===== src/rtl/turn_route_pkg.sv =====
package turn_route_pkg;

    localparam int MAXCW = 8;

    typedef enum logic [1:0] {
        PC_XY  = 2'd0,
        PC_YX  = 2'd1,
        PC_XYX = 2'd2,
        PC_YXY = 2'd3
    } path_class_e;

    typedef enum logic [2:0] {
        PORT_LOCAL = 3'd0,
        PORT_EAST  = 3'd1,
        PORT_WEST  = 3'd2,
        PORT_NORTH = 3'd3,
        PORT_SOUTH = 3'd4
    } port_e;

    typedef struct packed {
        port_e      port;
        logic [1:0] leg;
    } hop_dec_t;

    // Direction along X from cur toward tgt
    function automatic port_e step_x(input logic [MAXCW-1:0] cur, input logic [MAXCW-1:0] tgt);
        if (cur < tgt)      return PORT_EAST;
        else if (cur > tgt) return PORT_WEST;
        else                return PORT_LOCAL;
    endfunction

    // Direction along Y from cur toward tgt
    function automatic port_e step_y(input logic [MAXCW-1:0] cur, input logic [MAXCW-1:0] tgt);
        if (cur < tgt)      return PORT_NORTH;
        else if (cur > tgt) return PORT_SOUTH;
        else                return PORT_LOCAL;
    endfunction

    function automatic logic is_one_turn(input path_class_e c);
        return (c == PC_XY) || (c == PC_YX);
    endfunction

    // Final stage resolves X before Y
    function automatic logic final_x_first(input path_class_e c);
        return (c == PC_XY) || (c == PC_YXY);
    endfunction

endpackage


===== src/rtl/path_pick.sv =====
module path_pick
    import turn_route_pkg::*;
#(
    parameter int K  = 4,
    parameter int CW = 2,
    parameter int RW = 16
) (
    input  logic [CW-1:0] src_x,
    input  logic [CW-1:0] src_y,
    input  logic          two_turn,
    input  logic [RW-1:0] rnd,
    output path_class_e   cls,
    output logic [CW-1:0] wp_x,
    output logic [CW-1:0] wp_y,
    output logic [1:0]    leg
);
    localparam int NCAND = 2 * K;

    logic [RW-1:0] idx;

    always_comb begin
        idx  = rnd % RW'(NCAND);
        cls  = PC_XY;
        wp_x = src_x;
        wp_y = src_y;
        leg  = 2'd1;
        if (!two_turn) begin
            cls = rnd[0] ? PC_YX : PC_XY;
        end else if (idx < RW'(K)) begin
            cls  = PC_XYX;
            wp_x = CW'(idx);
        end else begin
            cls  = PC_YXY;
            wp_y = CW'(idx - RW'(K));
        end
        if (two_turn) begin
            leg = ((wp_x == src_x) && (wp_y == src_y)) ? 2'd1 : 2'd0;
        end
    end

endmodule


===== src/rtl/hop_port.sv =====
module hop_port
    import turn_route_pkg::*;
#(
    parameter int CW = 2
) (
    input  logic [CW-1:0] cur_x,
    input  logic [CW-1:0] cur_y,
    input  logic [CW-1:0] dst_x,
    input  logic [CW-1:0] dst_y,
    input  logic [CW-1:0] wp_x,
    input  logic [CW-1:0] wp_y,
    input  path_class_e   cls,
    input  logic [1:0]    leg,
    output hop_dec_t      dec
);
    port_e      to_wx, to_wy, to_dx, to_dy;
    logic       past_wp;
    logic [1:0] done_leg;

    always_comb begin
        to_wx    = step_x(MAXCW'(cur_x), MAXCW'(wp_x));
        to_wy    = step_y(MAXCW'(cur_y), MAXCW'(wp_y));
        to_dx    = step_x(MAXCW'(cur_x), MAXCW'(dst_x));
        to_dy    = step_y(MAXCW'(cur_y), MAXCW'(dst_y));
        past_wp  = is_one_turn(cls) || (leg != 2'd0) ||
                   ((cur_x == wp_x) && (cur_y == wp_y));
        done_leg = (leg == 2'd0) ? 2'd1 : leg;

        if (!past_wp) begin
            dec.port = (cls == PC_XYX) ? to_wx : to_wy;
            dec.leg  = 2'd0;
        end else if (final_x_first(cls)) begin
            if (to_dx != PORT_LOCAL) begin
                dec.port = to_dx;
                dec.leg  = 2'd1;
            end else if (to_dy != PORT_LOCAL) begin
                dec.port = to_dy;
                dec.leg  = 2'd2;
            end else begin
                dec.port = PORT_LOCAL;
                dec.leg  = done_leg;
            end
        end else begin
            if (to_dy != PORT_LOCAL) begin
                dec.port = to_dy;
                dec.leg  = 2'd1;
            end else if (to_dx != PORT_LOCAL) begin
                dec.port = to_dx;
                dec.leg  = 2'd2;
            end else begin
                dec.port = PORT_LOCAL;
                dec.leg  = done_leg;
            end
        end
    end

endmodule


===== src/rtl/turn_path_router.sv =====
module turn_path_router
    import turn_route_pkg::*;
#(
    parameter int K  = 4,
    parameter int CW = (K > 1) ? $clog2(K) : 1,
    parameter int RW = 16
) (
    input  logic          clk,
    input  logic          rst,
    input  logic          inj_valid,
    input  logic [CW-1:0] inj_src_x,
    input  logic [CW-1:0] inj_src_y,
    input  logic          inj_two_turn,
    input  logic [RW-1:0] inj_rand,
    output logic          hdr_valid,
    output logic [1:0]    hdr_class,
    output logic [CW-1:0] hdr_wp_x,
    output logic [CW-1:0] hdr_wp_y,
    output logic [1:0]    hdr_leg,
    input  logic          hop_valid,
    input  logic [CW-1:0] hop_cur_x,
    input  logic [CW-1:0] hop_cur_y,
    input  logic [CW-1:0] hop_dst_x,
    input  logic [CW-1:0] hop_dst_y,
    input  logic [1:0]    hop_class,
    input  logic [CW-1:0] hop_wp_x,
    input  logic [CW-1:0] hop_wp_y,
    input  logic [1:0]    hop_leg,
    output logic          out_valid,
    output logic [2:0]    out_port,
    output logic [1:0]    out_leg
);
    path_class_e   pick_cls;
    logic [CW-1:0] pick_wp_x, pick_wp_y;
    logic [1:0]    pick_leg;
    hop_dec_t      hop_dec;

    path_pick #(.K(K), .CW(CW), .RW(RW)) u_pick (
        .src_x    (inj_src_x),
        .src_y    (inj_src_y),
        .two_turn (inj_two_turn),
        .rnd      (inj_rand),
        .cls      (pick_cls),
        .wp_x     (pick_wp_x),
        .wp_y     (pick_wp_y),
        .leg      (pick_leg)
    );

    hop_port #(.CW(CW)) u_hop (
        .cur_x (hop_cur_x),
        .cur_y (hop_cur_y),
        .dst_x (hop_dst_x),
        .dst_y (hop_dst_y),
        .wp_x  (hop_wp_x),
        .wp_y  (hop_wp_y),
        .cls   (path_class_e'(hop_class)),
        .leg   (hop_leg),
        .dec   (hop_dec)
    );

    always_ff @(posedge clk) begin
        if (rst) begin
            hdr_valid <= 1'b0;
            hdr_class <= '0;
            hdr_wp_x  <= '0;
            hdr_wp_y  <= '0;
            hdr_leg   <= '0;
            out_valid <= 1'b0;
            out_port  <= '0;
            out_leg   <= '0;
        end else begin
            hdr_valid <= inj_valid;
            if (inj_valid) begin
                hdr_class <= pick_cls;
                hdr_wp_x  <= pick_wp_x;
                hdr_wp_y  <= pick_wp_y;
                hdr_leg   <= pick_leg;
            end
            out_valid <= hop_valid;
            if (hop_valid) begin
                out_port <= hop_dec.port;
                out_leg  <= hop_dec.leg;
            end
        end
    end

endmodule


===== config.mk =====
export PLATFORM = sky130hd
export DESIGN_NAME = turn_path_router
export DESIGN_NICKNAME = d
export VERILOG_FILES = /design/src/rtl/turn_route_pkg.sv /design/src/rtl/path_pick.sv /design/src/rtl/hop_port.sv /design/src/rtl/turn_path_router.sv
export SDC_FILE = /design/constraint.sdc
export NUM_CORES = 1
export LEC_CHECK = 0
export BUFFER_PORTS_ARGS = -buffer_cell sky130_fd_sc_hd__buf_2
export CAP_MARGIN = 20
export CORE_MARGIN = 2
export CORE_UTILIZATION = 43
export CTS_BUF_LIST = sky130_fd_sc_hd__clkbuf_16
export CTS_CLUSTER_SIZE = 10
export DETAILED_ROUTE_END_ITERATION = 10
export PLACE_DENSITY = 0.78
export SKIP_LAST_GASP = 1
export SYNTH_ARGS = -nofsm -noshare
export SYNTH_HDL_FRONTEND = slang
export SYNTH_SLANG_ARGS = --single-unit

===== constraint.sdc =====
create_clock -name clk -period 1.8 [get_ports clk]
set_input_delay 0 -clock clk [delete_from_list [all_inputs] [get_ports clk]]
set_output_delay 0 -clock clk [all_outputs]
set_load 0.02 [all_outputs]

==> flow_summary.yaml <==
status:
  status: "completed"
logic_synthesis:
  yosys_warnings: 0
  syn_avg_cell_area_um2: 8.293
  syn_inst: 121
  syn-num-nets: 173
  async_reset_ff_share_pct: 0
  synth_top_area_share_pct: 27.93
  synth.top_cells.by_area: "dfxtp_1, ha_1, nor2_1"
  syn_area_um2: 1003
  yosys-top-cells-count: "dfxtp_1, nor2_1, inv_1"
  synth-edff-count: 0
  yosys_most_used_dff: "dfxtp_1"
  seq_area_frac_synth_pct: 27.93
  synth.largest_area_cell: "dfxtp_1"
  synth.distinct_cells: 39
  synth_seq_cells: 14
sta:
  hold_viol_final: 0
  fmax_ghz: 0.7387
  tns_ns: 0
  slew_violations: 0
  setup-violations-final: 0
  relSlewSlack_pct: 64.62
  skew_ns: 0
  worst_pin_slew_ns: 0.5173
  post-route-period-util_pct: 75.21
  layout_min_cycle_time_ns: 1.354
  rsz0062_at_grt: "false"
cts:
  htree_levels: 1
  ctsRootBufferMaster: "clkbuf_16"
  cts_buffers: 3
  clock_latency_ns: 0.24
  clockBufferDepth: 2
  cts_tree: "built"
  cts_resized: 0
  clock_sinks: 14
  clkTransAtPathRegs_ns: 0.05
flow_run:
  maxCapViolCount: 0
placement:
  gp_congestion: 0.7790
  io_buffers: 41
  dp_hpwl_um: 1790
  dp_cells: 187
grt:
  grt.overflow.total: 0
  grt_max_degree: 15
  grt_pass1_vias: 984
  grt_pass1_wl_um: 4022
  grt_use_total_pct: 19.68
  antenna_found_initial: 0
floorplan:
  io_pins: 56
  fp.coreArea_um2: 2212
  row_count: 17
  die_w_um: 52.31
  die_area_um2: 2736
  start_util_pct: 45.36
  die_y_um: 52.31
worst_setup_path:
  cpPeakStageDelay_ns: 0.53
  crit_path_start_kind: "primary input"
  crit_required_ns: 1.91
  worstPathCellList: "buf_2 > inv_1 > ha_1 > nor4_4 > o21ai_4 > a2111oi_0 > nor4_1"
  r2r-end: "hdr_leg[0]"
  cp.arrival_ns: 1.46
  crit_path_end: "out_port[0]"
  timing.rr.start: "hdr_leg[0]"
  cp-end-kind: "register"
  crit_fanout: 7
  critical_path_class: "primary input to register"
  crit_start: "hop_class[0]"
  cp_slowest_cell: "a2111oi_0"
  reg2reg_slack_ns: 0.94
  r2r_cells: 2
layout:
  drive_above_1_share_pct: 32.32
  utilization_pct: 59.50
  fill_cells: 192
  nNetsFinal: 217
  diodes: 0
  syn2layout_area_growth_pct: 31.17
  instances_no_fill: 192
power:
  leakagePower_nw: 0.6556
  ir_drop_mv: 0.4626
  power_density_nw_per_um2: 790.8
routing:
  first_pass_iters: 4
  num_vias: 1018
  drtIter0Drc: 13
  routed_via_density: 5.302
  postRouteWirelength_um: 2393
  ant_nets: 0
  wl_per_cell_um: 12.46
  drc: 0
hold_path:
  hp-start: "inj_src_y[1]"
  hp-class: "primary input to register"
==> how the worst min path moves through the flow <==
stage                             end  slack, ns  depth (start not counted)
after floorplan             hdr_valid       0.07                          1
after global placement    out_port[2]       0.23                          2
after detailed placement  out_port[2]       0.24                          2
after CTS                 hdr_wp_y[1]       0.05                          3
after global routing      hdr_wp_y[0]       0.07                          3
final                     hdr_wp_y[1]       0.05                          3
==> power by group <==
group | switching, W | internal [W] | total (W)
clock | 0.000126 | 0.000293 | 0.000419
combinational | 0.000162 | 0.000112 | 0.000275
sequential | 0.0000113 | 0.000336 | 0.000347
total | 0.000299 | 0.000741 | 0.00104
==> area by class of cell <==
| class | instances | area, um2 | share of cell area [%] |
|---|---|---|---|
| sequential | 14 | 280.3 | 21.29 |
| multi-input combinational | 91 | 658.1 | 50.00 |
| timing repair buffer | 42 | 215.2 | 16.35 |
| clock inverter | 1 | 3.754 | 0.2852 |
| inverter | 13 | 48.80 | 3.707 |
| clock buffer | 3 | 75.07 | 5.703 |
| tap | 28 | 35.03 | 2.662 |
==> stage by stage <==
| step | total power (W) | hold WS [ns] | setup slack (ns) | cell area [um2] |
|---|---|---|---|---|
| floorplan | 0.0005295 | 0.07161 | 0.5091 | 1003 |
| global placement | 0.0006111 | 0.2346 | 0.2052 | 1227 |
| detailed placement | 0.0006199 | 0.2366 | 0.1933 | 1227 |
| CTS | 0.001049 | 0.04509 | 0.4374 | 1316 |
| global route | 0.001107 | 0.07231 | 0.3144 | 1316 |
| finish | 0.001041 | 0.04600 | 0.4462 | 1316 |
==> flip-flops by register name (all words and copies together) (netlist names) <==
register   cells
out_valid      1
hdr_valid      1
hdr_wp_x       2
hdr_wp_y       2
hdr_class      2
out_port       3
hdr_leg        1
out_leg        2
==> cell families after synthesis <==
kind of cell / Yosys count / synth area share, %
buffers and inverters: 16 / 6.484
XOR/XNOR: 4 / 3.492
AND/OR/NAND/NOR: 46 / 25.69
AO/OA/AOI/OAI: 26 / 19.33
adder cells (fa/ha/maj): 11 / 13.72
other: 1 / 0.3737
flip-flops: 14 / 27.93
multiplexers: 3 / 2.993
==> routing by layer <==
layer	share of wire (%)	routed length [um]	GRT usage (%)	vias to the layer above
li1	-	-	-	515
met1	40	958	20.67	455
met2	49	1177	36.04	38
met3	7.4	178	3.429	10
met4	3.3	78	11.54	0
met5	0	0	0	-
==> cells in the final DEF (no fill, tap or decap), types with 2 or more instances in the layout <==
cell | synthesis | layout
inv_1 | 13 | 13
nand2_2 | 3 | 3
a311oi_1 | 4 | 4
xnor2_1 | 2 | 2
a31oi_1 | 2 | 2
nand3_1 | 3 | 3
or4_1 | 2 | 2
mux2i_1 | 3 | 3
ha_1 | 11 | 11
a211oi_1 | 3 | 3
clkbuf_16 | 0 | 3
xor2_1 | 2 | 2
a21oi_1 | 8 | 8
dfxtp_1 | 14 | 14
nor3_1 | 3 | 3
nand2_1 | 7 | 7
nand2b_1 | 3 | 3
buf_2 | 1 | 41
nor2_1 | 14 | 14
nor2b_1 | 3 | 3
==> worst max-delay path, delay by kind of cell <==
kind,cells,cell delay [ns]
AO/OA/AOI/OAI,2,0.67
buffers and inverters,2,0.14
adder cells (fa/ha/maj),1,0.22
AND/OR/NAND/NOR,2,0.43
==> repair_timing <==
item	CTS	global route
hold endpoints to repair	1	0
setup buffers	0	0
hold buffers	1	0
Note: power is estimated with default switching activity, not from simulation.
